File: src/rtl/dll_gate_pkg.sv
package dll_gate_pkg;

  typedef enum logic [2:0] {
    CMD_IDLE  = 3'd0,
    CMD_MRS   = 3'd1,
    CMD_READ  = 3'd2,
    CMD_WRITE = 3'd3,
    CMD_ACT   = 3'd4,
    CMD_PRE   = 3'd5,
    CMD_SRE   = 3'd6,
    CMD_SRX   = 3'd7
  } cmd_e;

  // strobes from control to datapath
  typedef struct packed {
    logic shadowLoad;
    logic lockRestart;
    logic waitLoadMrd;
    logic waitLoadXsnr;
  } gate_strobe_t;

  localparam logic [2:0] SHADOW_RESET = 3'b001;

endpackage

File: src/rtl/dll_gate_dp.sv
module dll_gate_dp
  import dll_gate_pkg::*;
#(
  parameter int LOCK_CYCLES = 200,
  parameter int MRD_CYCLES  = 2,
  parameter int XSNR_CYCLES = 10
) (
  input  logic         clk,
  input  logic         rstN,
  input  gate_strobe_t strobe,
  input  logic [2:0]   newBits,
  output logic [2:0]   shadowQ,
  output logic         lockDone,
  output logic         waitDone
);

  localparam int LOCK_W = $clog2(LOCK_CYCLES + 1);
  localparam int WAIT_MAX = (MRD_CYCLES > XSNR_CYCLES) ? MRD_CYCLES : XSNR_CYCLES;
  localparam int WAIT_W = $clog2(WAIT_MAX + 1);
  localparam logic [LOCK_W-1:0] LOCK_SAT = '1;
  localparam logic [LOCK_W-1:0] LOCK_TGT = LOCK_W'(LOCK_CYCLES);
  localparam logic [WAIT_W-1:0] MRD_LOAD = WAIT_W'(MRD_CYCLES - 1);
  localparam logic [WAIT_W-1:0] XSNR_LOAD = WAIT_W'(XSNR_CYCLES - 1);

  logic [LOCK_W-1:0] lockCnt;
  logic [WAIT_W-1:0] waitCnt;

  always_ff @(posedge clk or negedge rstN) begin
    if (!rstN) shadowQ <= SHADOW_RESET;
    else if (strobe.shadowLoad) shadowQ <= newBits;
  end

  always_ff @(posedge clk or negedge rstN) begin
    if (!rstN) lockCnt <= '0;
    else if (strobe.lockRestart) lockCnt <= '0;
    else if (lockCnt != LOCK_SAT) lockCnt <= lockCnt + 1'b1;
  end

  always_ff @(posedge clk or negedge rstN) begin
    if (!rstN) waitCnt <= '0;
    else if (strobe.waitLoadXsnr) waitCnt <= XSNR_LOAD;
    else if (strobe.waitLoadMrd) waitCnt <= MRD_LOAD;
    else if (waitCnt != '0) waitCnt <= waitCnt - 1'b1;
  end

  assign lockDone = (lockCnt >= LOCK_TGT);
  assign waitDone = (waitCnt == '0);

  p_shadow_hold_r1: assert property (@(posedge clk) disable iff (!rstN)
    !strobe.shadowLoad |=> $stable(shadowQ));
  p_lock_saturate_r11: assert property (@(posedge clk) disable iff (!rstN)
    (lockCnt == LOCK_SAT) && !strobe.lockRestart |=> lockCnt == LOCK_SAT);
  p_mrd_block_r6: assert property (@(posedge clk) disable iff (!rstN)
    strobe.waitLoadMrd && !strobe.waitLoadXsnr |=> !waitDone);
  p_restart_clears_r5: assert property (@(posedge clk) disable iff (!rstN)
    strobe.lockRestart |=> !lockDone);

endmodule

File: src/rtl/dll_gate_ctrl.sv
module dll_gate_ctrl
  import dll_gate_pkg::*;
#(
  parameter int BANK_W    = 2,
  parameter int NUM_BANKS = 4
) (
  input  logic                 clk,
  input  logic                 rstN,
  input  logic                 cmdValid,
  input  logic [2:0]           cmdCode,
  input  logic [BANK_W-1:0]    bankSel,
  input  logic                 addrHiNz,
  input  logic                 newDllOff,
  input  logic [NUM_BANKS-1:0] bankIdle,
  input  logic                 errClear,
  input  logic                 dllOff,
  input  logic                 lockDone,
  input  logic                 waitDone,
  output gate_strobe_t         strobe,
  output logic                 readOk,
  output logic                 nonReadOk,
  output logic                 errFlag
);

  localparam logic [BANK_W-1:0] EMR_BANK = BANK_W'(1);

  cmd_e cmd;
  logic inSr;
  logic isMrs, isEmr, emrBad, isRead, isSre, isSrx, isNonRead, errSet;

  assign cmd       = cmd_e'(cmdCode);
  assign isMrs     = cmdValid && (cmd == CMD_MRS);
  assign isEmr     = isMrs && (bankSel == EMR_BANK);
  assign emrBad    = isEmr && (addrHiNz || !(&bankIdle));
  assign isRead    = cmdValid && (cmd == CMD_READ);
  assign isSre     = cmdValid && (cmd == CMD_SRE);
  assign isSrx     = cmdValid && (cmd == CMD_SRX);
  assign isNonRead = cmdValid && (cmd != CMD_IDLE) && (cmd != CMD_READ) && (cmd != CMD_SRX);

  assign readOk    = !dllOff && !inSr && lockDone;
  assign nonReadOk = !inSr && waitDone;

  always_comb begin
    strobe.shadowLoad   = isEmr && !emrBad;
    strobe.lockRestart  = (isEmr && !emrBad && dllOff && !newDllOff) || (isSrx && inSr);
    strobe.waitLoadMrd  = isMrs;
    strobe.waitLoadXsnr = isSrx && inSr;
  end

  assign errSet = emrBad || (isRead && !readOk) || (isNonRead && !nonReadOk)
                || (isSrx && !inSr);

  always_ff @(posedge clk or negedge rstN) begin
    if (!rstN) inSr <= 1'b0;
    else if (isSre) inSr <= 1'b1;
    else if (isSrx) inSr <= 1'b0;
  end

  always_ff @(posedge clk or negedge rstN) begin
    if (!rstN) errFlag <= 1'b0;
    else if (errSet) errFlag <= 1'b1;
    else if (errClear) errFlag <= 1'b0;
  end

  p_sr_block_r7: assert property (@(posedge clk) disable iff (!rstN)
    inSr |-> !readOk && !nonReadOk);
  p_dll_off_r8: assert property (@(posedge clk) disable iff (!rstN)
    dllOff |-> !readOk);
  p_err_sticky_r10: assert property (@(posedge clk) disable iff (!rstN)
    errFlag && !errClear |=> errFlag);
  p_reserved_err_r3: assert property (@(posedge clk) disable iff (!rstN)
    isEmr && addrHiNz |=> errFlag);
  p_bad_read_r9: assert property (@(posedge clk) disable iff (!rstN)
    isRead && !readOk |=> errFlag);

endmodule

File: src/rtl/dll_relock_gate.sv
module dll_relock_gate
  import dll_gate_pkg::*;
#(
  parameter int ADDR_W      = 13,
  parameter int BANK_W      = 2,
  parameter int NUM_BANKS   = 4,
  parameter int LOCK_CYCLES = 200,
  parameter int MRD_CYCLES  = 2,
  parameter int XSNR_CYCLES = 10
) (
  input  logic                 clk,
  input  logic                 rstN,
  input  logic                 cmdValid,
  input  logic [2:0]           cmdCode,
  input  logic [BANK_W-1:0]    bankSel,
  input  logic [ADDR_W-1:0]    addr,
  input  logic [NUM_BANKS-1:0] bankIdle,
  input  logic                 errClear,
  output logic                 readOk,
  output logic                 nonReadOk,
  output logic [2:0]           emrShadow,
  output logic                 errFlag
);

  gate_strobe_t strobe;
  logic lockDone, waitDone;

  dll_gate_ctrl #(.BANK_W(BANK_W), .NUM_BANKS(NUM_BANKS)) uCtrl (
    .clk(clk), .rstN(rstN), .cmdValid(cmdValid), .cmdCode(cmdCode),
    .bankSel(bankSel), .addrHiNz(|addr[ADDR_W-1:3]), .newDllOff(addr[0]),
    .bankIdle(bankIdle), .errClear(errClear), .dllOff(emrShadow[0]),
    .lockDone(lockDone), .waitDone(waitDone), .strobe(strobe),
    .readOk(readOk), .nonReadOk(nonReadOk), .errFlag(errFlag)
  );

  dll_gate_dp #(.LOCK_CYCLES(LOCK_CYCLES), .MRD_CYCLES(MRD_CYCLES),
                .XSNR_CYCLES(XSNR_CYCLES)) uDp (
    .clk(clk), .rstN(rstN), .strobe(strobe), .newBits(addr[2:0]),
    .shadowQ(emrShadow), .lockDone(lockDone), .waitDone(waitDone)
  );

  p_busy_hold_r4: assert property (@(posedge clk) disable iff (!rstN)
    cmdValid && cmdCode == 3'd1 && bankSel == BANK_W'(1) && !(&bankIdle)
    |=> $stable(emrShadow) && errFlag);

endmodule

File: config.mk
export PLATFORM = sky130hd
export DESIGN_NAME = dll_relock_gate
export DESIGN_NICKNAME = d
export VERILOG_FILES = /design/src/rtl/dll_gate_pkg.sv /design/src/rtl/dll_gate_dp.sv /design/src/rtl/dll_gate_ctrl.sv /design/src/rtl/dll_relock_gate.sv
export SDC_FILE = /design/constraint.sdc
export NUM_CORES = 1
export LEC_CHECK = 0
export BUFFER_PORTS_ARGS = -buffer_cell sky130_fd_sc_hd__buf_2
export CORE_UTILIZATION = 53
export DETAILED_ROUTE_END_ITERATION = 8
export MAX_ROUTING_LAYER = met4
export PLACE_DENSITY_LB_ADDON = 0.3
export RECOVER_POWER = 25
export SYNTH_ARGS = -nofsm -noshare
export SYNTH_HDL_FRONTEND = slang
export SYNTH_SLANG_ARGS = --single-unit
File: constraint.sdc
create_clock -name clk -period 3 [get_ports clk]
set_input_delay 0.6 -clock clk [delete_from_list [all_inputs] [get_ports clk]]
set_output_delay 0.6 -clock clk [all_outputs]
set_load 0.005 [all_outputs]
Word level (Yosys, flattened, before mapping)
Cells that the tools add are included.

Bits in registers: 17. Input port bits: 26. Output and inout bits: 6. Word-level logic and storage cells: 65.

Add/subtract/negate cells: 2. Order comparisons: 1. Eq/ne operators: 8. Multiplexer cells: 9. Reduce and logical (&&, ||, !) cells: 40.

Operator list (count): $logic_and A1 B1 Y1 (19); $mux W8 (2); $mux W4 (3); $reduce_or A10 Y1 (1); $add A8 B1 Y8 const B (1); $ge A8 B8 Y1 const B (1); $ne A8 B8 Y1 const B (1); $logic_not A1 Y1 (7); $eq A3 B3 Y1 const B (2); $reduce_bool A2 Y1 (3); $reduce_bool A3 Y1 (2); $logic_or A1 B1 Y1 (5); $logic_not A4 Y1 (1); $mux W1 (4); $reduce_and A4 Y1 (1); $reduce_bool A4 Y1 (1); $sub A4 B1 Y4 const B (1); $eq A3 B1 Y1 const B (1); $eq A3 B2 Y1 const B (1); $ne A3 B2 Y1 const B (1); $ne A3 B3 Y1 const B (1); $eq A2 B1 Y1 const B (1).

Logic depth before layout (Yosys ltp)
Depth after elaboration: 10. Mapped depth: 6. Mapped depth without buffers: 6.

By module
A second synthesis with hierarchy kept.

Cell total of the unflattened synthesis: 96. Area total of the unflattened synthesis: 1034.7 µm².

Modules (own cells, without submodules): dll_gate_dp (times used 1, cells each 67, area each 797.0 µm², seq. area each 376.6 µm²); dll_gate_ctrl (times used 1, cells each 25, area each 216.5 µm², seq. area each 50.0 µm²); dll_relock_gate (times used 1, cells each 4, area each 21.3 µm², seq. area each 0.0 µm²).

Worst setup path after synthesis
Ideal clock, no wire load.

Kind: register to output. From: register uDp.waitCnt[0]. To: output nonReadOk. Data arrival time: 1152 ps. Data required time: 2400 ps. Setup slack: 1248 ps. Cell stages (with the launch flop): 5. Path buffers: 0. Cells stage by stage: dfrtp_1 -> inv_1 -> ha_1 -> or3b_4 -> nor2_1.

Longest elaborated chain between the ends: 2.

RTL lines: from (decl) (RTL line dll_gate_dp.sv:26) `logic [WAIT_W-1:0] waitCnt;`; from (signal assigned) (RTL line dll_gate_dp.sv:43) `else if (waitCnt != '0) waitCnt <= waitCnt - 1'b1;`; $logic_not A4 Y1 (RTL line dll_gate_dp.sv:47) `assign waitDone = (waitCnt == '0);`; $logic_and A1 B1 Y1 (RTL line dll_gate_ctrl.sv:41) `assign nonReadOk = !inSr && waitDone;`; to (decl) (RTL line dll_relock_gate.sv:20) `output logic nonReadOk,`.

Every way passes these cells.

Worst setup path after layout
Ends and elaborated chain as after synthesis.

==> results.sh <==
export IMPL_yosys_area_top_type_share_pct=39.4
export IMPL_final_setup_skew_ps=3.27
export IMPL_antenna_found_initial=0
export IMPL_vias=857
export IMPL_timing_rr_start="uDp.waitCnt[0]"
export IMPL_gr_total_overflow=0
export IMPL_synth_nets=127
export IMPL_yosys_area_top_type="dfrtp_1"
export IMPL_cp_end_kind="output pin"
export IMPL_r2r_cells=6
export IMPL_yosysWarnings=0
export IMPL_yosysSeqAreaShare_pct=41.9
export IMPL_cts_buffers=3
export IMPL_worst_setup_path_start_kind="flip-flop"
export IMPL_slew_violations=0
export IMPL_antenna_left=0
export IMPL_setup_violations_final=0
export IMPL_drt_iter0_markers=20
export IMPL_via_per_inst=5.46
export IMPL_netlist_area_um2=1020
export IMPL_synth_top_flop_cell="dfrtp_1"
export IMPL_insertion_delay_ps=280
export IMPL_hold_buffers=0
export IMPL_powerDensity_nw_per_um2=702
export IMPL_initial_core_util_pct=57.7
export IMPL_cts_root_buf="clkbuf_4"
export IMPL_die_h_um=45.8
export IMPL_grt_util_all_layers_pct=21.2
export IMPL_path_cells="inv_1 > ha_1 > or3b_4 > nor2_1 > buf_2"
export IMPL_cp_data_arrival_time_ps=1640
export IMPL_hold_violations=0
export IMPL_drc=0
export IMPL_post_cts_buffers=0
export IMPL_grt_pass1_vias=765
export IMPL_synth_cell_type_count=42
export IMPL_wl_mm=1.87
export IMPL_max_freq_mhz=447
export IMPL_post_drt_wl_per_cell_um=11.9
export IMPL_finalCriticalPeriod_ps=2240
export IMPL_clockBufferDepth=2
export IMPL_portBuffers=31
export IMPL_fin_crit_sh_pct=74.6
export IMPL_synthCells=98
export IMPL_rrSetupSlack_ps=1420
export IMPL_min_path_type="input port to asynchronous set/reset pin"
export IMPL_grt_first_pass_wirelength_mm=3.11
export IMPL_p_total_uw=858
export IMPL_status="finished clean"
export IMPL_slew_headroom_pct=39.8
export IMPL_crit_slowest_cell="or3b_4"
export IMPL_final_cells=157
export IMPL_die_area_um2=2100
export IMPL_max_stage_delay_ps=420
export IMPL_cts_tree="done"
export IMPL_drive_gt1_share_pct=36.4
export IMPL_place_congestion=0.800
export IMPL_synth_edff_count=0
export IMPL_die_x_um=45.8
export IMPL_cp_required_ps=2400
export IMPL_rsz0062_at_grt="no"
export IMPL_diodes=0
export IMPL_crit_start="uDp.waitCnt[0]"
export IMPL_p_leak_uw=0.000611
export IMPL_fin_ws_ps=761
export IMPL_crit_type="flip-flop to output pin"
export IMPL_hpwl_mm=1.55
export IMPL_std_cell_rows=15
export IMPL_cts_sinks=17
export IMPL_path_clk_slew_ps=100
export IMPL_synth_seq_cells=17
export IMPL_h_tree_depth=1
export IMPL_pin_count=32
export IMPL_async_flop_share_pct=100
export IMPL_drv_cap=0
export IMPL_cts_resized=0
export IMPL_irDropWorstVdd_mv=0.408
export IMPL_synth_most_common_cell="dfrtp_1"
export IMPL_synthTopCellsByArea="dfrtp_1 39%, nor2_1 4.1%, ha_1 3.7%"
export IMPL_core_area_um2=1760
export IMPL_grt_max_degree=18
export IMPL_nets=162
export IMPL_final_setup_tns_ps=0
export IMPL_crit_fanout=4
export IMPL_area_growth_pct=20.2
export IMPL_synth_common_cells="16 x dfrtp_1, 11 x nor2_1, 6 x inv_1"
export IMPL_dpl_worst_slack_ps=1070
export IMPL_syn_area_per_cell_um2=10.4
export IMPL_dp_cells=153
export IMPL_r2r_end="uCtrl.errFlag"
export IMPL_tightestPinTransition_ps=903
export IMPL_cp_endpoint="nonReadOk"
export IMPL_fillCellCount=158
export IMPL_drt_first_pass_iters=4
-- routing by layer --
layer,track usage [%],vias to the layer above,wire length (um)
met5,-,-,0
met4,5.29,0,19
met3,3.57,2,109
met2,34.6,31,873
met1,27.5,389,870
li1,-,435,-
-- kinds of logic after synthesis --
logic type	count (synthesis)	share of synthesized area (%)
adders and majority gates	3	3.69
muxes	5	5.41
and+or+nand+nor	50	34.3
xor gates and xnor gates	2	1.72
buffers and inverters	7	2.95
DFF	17	41.9
AOI/OAI and AO/OA	14	9.96
-- sequential cells by signal, summed over array words and instances (netlist names) --
signal and flops:
uCtrl.inSr 1, uDp.lockCnt 8, uDp.shadowQ 3, uDp.waitCnt 4, uCtrl.errFlag 1
-- area by class of cell --
class | count | area, um2 | share of cell area (%)
Clock buffer | 3 | 22.5 | 1.84
Clock inverter | 1 | 5.00 | 0.409
Inverter | 6 | 22.5 | 1.84
Multi-Input combinational cell | 74 | 561 | 45.9
Sequential cell | 17 | 427 | 34.9
Tap cell | 25 | 31.3 | 2.56
Timing Repair Buffer | 31 | 154 | 12.6
-- power by group --
| part | internal [uW] | switching (uW) | total (uW) |
|---|---|---|---|
| Clock | 49.4 | 69.6 | 119 |
| Combinational | 170 | 148 | 317 |
| Sequential | 317 | 104 | 421 |
| Total | 536 | 321 | 858 |
-- worst max-delay path: cells and delay by family, from the launching register on --
family / cells / cell delay, ps
buf+inv: 2 / 200
flops: 1 / 410
simple gates: 2 / 550
fa+ha+maj: 1 / 190
-- metrics by stage --
stage                     area, um2  hold slack, ps  utilization, %
after floorplan                1020             304               -
after detailed placement       1200             475            67.8
after CTS                      1220             224            69.4
after global placement         1200             469            67.8
final                          1220             414            69.3
after global routing           1220             481            69.3
-- worst min path at each step --
stage | startpoint | to | slack [ps] | depth (start not counted)
after floorplan | rstN | uCtrl.errFlag | 300 | 0
after global placement | uDp.shadowQ[2] | uDp.shadowQ[2] | 470 | 1
after detailed placement | uDp.shadowQ[1] | uDp.shadowQ[1] | 480 | 1
after CTS | rstN | uDp.lockCnt[7] | 220 | 1
after global routing | rstN | uDp.lockCnt[7] | 480 | 1
final | rstN | uDp.lockCnt[7] | 410 | 1
-- placed cells by master, fill, tap and decap left out, types with 2 or more instances in the layout --
master	synthesis	final
nand3_1	4	4
a31oi_1	3	3
dfrtp_1	16	16
nor3_1	4	4
mux2_1	3	3
o21ai_0	3	3
buf_2	0	30
a211oi_1	2	2
and4b_1	2	2
nand2_1	5	5
and3_1	4	4
a21oi_1	2	2
xnor2_1	2	2
inv_1	6	6
ha_1	3	3
nor2b_1	2	2
clkbuf_4	0	3
nor2_1	11	11
No activity file was read; power rests on OpenSTA's default activity.
